File: src/rtl/fifo_in_stage.sv
module fifo_in_stage #(
  parameter int W = 4
) (
  input  logic         clk,
  input  logic         rst,
  input  logic [W-1:0] pdata,
  input  logic         pload,
  input  logic         sdata,
  input  logic         sclk,
  input  logic         row_sel_n,
  input  logic         reinit,
  output logic [W-1:0] word,
  output logic         full_n
);
  localparam logic [W-1:0] INIT = {1'b1, {(W-1){1'b0}}};

  logic [W-1:0] f;
  logic         fc;
  logic         sclk_q;
  logic         pend;

  wire sfall    = sclk_q & ~sclk;
  wire do_init  = (reinit | pend) & ~pload;
  wire do_par   = pload & ~sclk & ~row_sel_n;
  wire do_shift = sfall & ~pload & ~row_sel_n & ~fc;

  always_ff @(posedge clk) begin
    if (rst) begin
      f      <= INIT;
      fc     <= 1'b0;
      sclk_q <= 1'b0;
      pend   <= 1'b0;
    end else begin
      sclk_q <= sclk;
      pend   <= pload & (pend | reinit);
      if (do_init) begin
        f  <= INIT;
        fc <= 1'b0;
      end else if (do_par) begin
        f  <= pdata;
        fc <= 1'b1;
      end else if (do_shift) begin
        f  <= {sdata, f[W-1:1]};
        fc <= f[0];
      end
    end
  end

  assign word   = f;
  assign full_n = ~fc;
endmodule

File: config.mk
export PLATFORM = sky130hd
export DESIGN_NAME = fifo_in_stage
export DESIGN_NICKNAME = d
export VERILOG_FILES = /design/src/rtl/fifo_in_stage.sv
export SDC_FILE = /design/constraint.sdc
export NUM_CORES = 1
export LEC_CHECK = 0
export BUFFER_PORTS_ARGS = -buffer_cell sky130_fd_sc_hd__buf_4
export CORE_AREA = 5 5 42 44
export DETAILED_ROUTE_END_ITERATION = 16
export DIE_AREA = 0 0 47 49
export SLEW_MARGIN = 15
export SYNTH_ARGS = -nofsm -noshare
export SYNTH_HDL_FRONTEND = slang
export SYNTH_SLANG_ARGS = --single-unit
File: constraint.sdc
create_clock -name clk -period 1.3 [get_ports clk]
set_clock_uncertainty 0.2 [all_clocks]
set_input_delay 0.26 -clock clk [delete_from_list [all_inputs] [get_ports clk]]
set_output_delay 0.26 -clock clk [all_outputs]
set_load 0.01 [all_outputs]
## After elaboration in Yosys (flattened, before gate mapping)

Cells that the tools add are included.

- Bitwise gates (word level): 13
- Multiplexer cells: 4
- Reductions and logical operators: 2

Operators by type and width:

| kind | count |
|---|---|
| 1-bit bitwise AND | 8 |
| 4-bit two-way mux | 2 |
| 1-bit NOT | 4 |
| 1-bit two-way mux | 2 |
| 2-bit nonzero test | 1 |
| 2-bit OR reduction | 1 |
| 1-bit bitwise OR | 1 |

- Output and inout port bits: 5
- Bits of input ports: 11
- Flip-flop bits (word level): 7
- Word-level logic and storage cells: 23

## Logic depth before layout (Yosys ltp)

- Depth after elaboration: 7
- Mapped depth: 4
- Depth with buffers taken out: 3

## Worst setup path before layout

OpenSTA, ideal clock, no wires.

- Path type: reg2reg
- From: register fc
- To: register f[3] (netlist: word[3])
- Path buffers: 0
- Setup slack: 0.141 ns
- Arrival time: 0.840 ns
- Setup time: 0.120 ns
- Stages on the path, launching flop included: 4
- Data required time: 0.980 ns
- Period minus slack after synthesis: 1.159 ns
- Cell sequence: dfxtp_1 -> nor2b_4 -> o21a_1 -> o31a_1

- Longest elaborated chain between the ends: 3

Ends and longest elaborated chain:

| element | RTL line | RTL |
|---|---|---|
| start: declaration | 18 | `logic fc;` |
| start signal: assignment | 44 | `fc <= f[0];` |
| 1-bit NOT | 25 | `wire do_shift = sfall & ~pload & ~row_sel_n & ~fc;` |
| 1-bit bitwise AND | 25 |  |
| 2-bit nonzero test (no source line) | n/a |  |
| end signal: assignment | 40 | `f <= pdata;` |
| end signal: assignment | 43 | `f <= {sdata, f[W-1:1]};` |
| end: declaration | 17 | `logic [W-1:0] f;` |

No other way between the ends.
A chain may end at the register's enable or synchronous reset.

## Worst setup path after layout

- From: register fc
- To: output port full_n

- Longest elaborated chain between the ends: 1

Ends and longest elaborated chain:

| element | RTL line | RTL |
|---|---|---|
| 1-bit NOT | 50 | `assign full_n = ~fc;` |
| end: declaration | 13 | `output logic full_n` |

No other way between the ends.

==> out/qor.csv <==
stage,metric,value,unit
grt,overflow,0,
clock_tree,root_buffer,clkbuf_4,
grt,grt_max_degree,13,
sta,finalSetupViolations,0,
drt,top_layer,met4,
finish,antenna_cells,0,
clock_tree,post_cts_buffers,0,
place,placed_area,478,sq um
clock_tree,cts_tree,built,
clock_tree,cts.sinks,7,
drt,drt_first_pass_iters,1,
die,dieArea,2300,sq um
sta,holdWs,0.0355,ns
yosys,async_flop_share,0,%
yosys,synth_flop_cell,dfxtp_1,
setup_path,reg2reg_to,word[3],
clock_tree,cts_max_level,1,
drt,wl,813,microns
yosys,yosysWarnings,0,
yosys,netlist_area,349,sq um
setup_path,rr_worst_depth,3,
sta,rsz0062_at_grt,false,
finish,fin_nets,66,
drt,route.met3.wl,38,microns
finish,fill_cells,160,
die,rows,14,
sta,setup_tns,0,ns
clock_tree,cts.clk_slew.worst_paths,0.06,ns
die,die_y,49,microns
power,swShare,24.8,%
die,die_w,47,microns
clock_tree,cts_buffers,3,
flow_run,maxCapViolations,0,
power,p_int,0.394,mW
finish,multi_input_area,190,sq um
setup_path,reg2reg_slack,0.08,ns
power,powerDensity,1020,nW/um^2
sta,post-route-period-util,96.4,%
die,core_area,1400,sq um
setup_path,r2r_start,sclk_q,
finish,mostFrequentLayoutCell,buf_4,
power,p_seq_share,44.2,%
hold_path,hold_end,sclk_q,
status,status,finished clean,
setup_path,worstPathRequired,0.84,ns
sta,slew_viol_final,0,
grt,grt_pass1_wl,1390,microns
place,gp_congestion,0.728,
hold_path,hp-class,in -> reg,
yosys,avgSynthCellArea,10.3,sq um
power,peakVddDrop,0.465,mV
setup_path,crit_path_max_fanout,3,
drt,drtIter0Drc,0,
power,power.leakage,0.278,nW
power,p_comb_share,16.9,%
hold_path,hold_depth,2,
drt,vias_per_cell,4.49,
yosys,synth_edf_count,0,
yosys,synth-seq-area-share,40.1,%
clock_tree,clock_path_buffers,2,
place,portBuffers,15,
finish,drive_gt1_share,38.9,%
power,clock_power_share,39.0,%
setup_path,arrival,0.79,ns
finish,final_cell_mix,"buf_4, dfxtp_1, o211a_1, mux2i_1",
setup_path,path_class,reg -> out,
sta,slew_headroom,86.9,%
finish,seq_area,141,sq um
sta,min_period,1.25,ns
finish,post-route-util,36.8,%
setup_path,start_kind,register,
sta,finalHoldViolCount,0,
yosys,ys_ff_latch,7,
grt,antenna_found_initial,0,
place,hpwl,616,microns
die,start_util,24.9,%
finish,syn_to_final_growth,47.7,%
grt,grt_usage,8.83,%
sta,max_freq,798,MHz
yosys,syn_nets,45,
hold_path,worstHoldStart,sclk,
clock_tree,clk_latency,0.25,ns
drt,wl_met1,359,microns
finish,fin_area,515,sq um
yosys,synth_cell_type_count,18,
yosys,synthCells,34,
drt,detail-route-antenna-nets,0,
setup_path,end_kind,primary output,
die,ios,16,
grt,grt_pass1_vias,331,
drt,wl_per_cell,11.6,microns
drt,drc,0,
drt,wl_met2,386,microns
sta,tightestPinTransition,0.196,ns
power,switchingPower,0.130,mW
drt,vias,314,
[metrics by stage]
stage | power [mW] | worst slack (ns) | instances
2_1_floorplan | 0.280 | 0.141 | 34
3_3_place_gp | 0.323 | 0.0318 | 65
3_5_place_dp | 0.322 | 0.0224 | 65
4_1_cts | 0.530 | 0.0420 | 70
5_1_grt | 0.550 | 0.0178 | 70
6_report | 0.524 | 0.0463 | 70
[cell families after synthesis]
logic type      share of synthesized area (%)
compound gates                           30.8
flops                                    40.1
simple gates                             12.2
mux                                      11.5
buf+inv                                  5.38
[per-layer routing]
| layer | vias up | GRT usage [%] |
|---|---|---|
| met2 | 7 | 12.0 |
| met5 | - | 0 |
| li1 | 170 | - |
| met3 | 2 | 1.48 |
| met4 | 0 | 9.68 |
| met1 | 135 | 10.4 |
[area by class of cell]
cell class                      instances  area share [%]
Multi-Input combinational cell         24            36.9
Inverter                                2            1.46
Sequential cell                         7            27.4
Clock buffer                            4            5.10
Timing Repair Buffer                   17            25.2
Tap cell                               16            3.88
[power groups by stage]
stage	Clock [mW]	Combinational (mW)	Sequential, mW
final	0.204	0.0884	0.231
after floorplan	0	0.0429	0.237
after CTS	0.209	0.0894	0.231
after global routing	0.220	0.0978	0.232
after global placement	0	0.0871	0.236
after detailed placement	0	0.0865	0.236
[synthesized netlist by cell type (2+ instances only)]
cell type  instances  area (sq um)
dfxtp_1            7           140
inv_1              2          7.51
mux2i_1            4          40.0
nor2_1             2          7.51
o211a_1            4          40.0
o211ai_1           3          22.5
[timing repair]
item / 4_1_cts / 5_1_grt
hold buffers: 1 / 0
setup endpoints to repair: 1 / 0
gates resized for setup: 1 / 0
endpoints found under the hold margin: 1 / 0
[worst max-delay path: stages (launching register included)]
cell     delay [ns]
dfxtp_2        0.36
inv_1          0.05
buf_4          0.13
[sequential cells by signal, indices dropped and copies added (netlist names)]
name    cells
pend        1
word        4
fc          1
sclk_q      1
[worst max path at each step]
| stage | from | to | slack, ns | depth (start not counted) |
|---|---|---|---|---|
| 5_1_grt | fc | full_n | 0.02 | 2 |
| 2_1_floorplan | fc | word[3] | 0.14 | 3 |
| 3_3_place_gp | pload | word[3] | 0.03 | 4 |
| 3_5_place_dp | pload | word[3] | 0.02 | 4 |
| 6_report | fc | full_n | 0.05 | 2 |
| 4_1_cts | fc | full_n | 0.04 | 2 |
No activity file was read; power rests on OpenSTA's default activity.
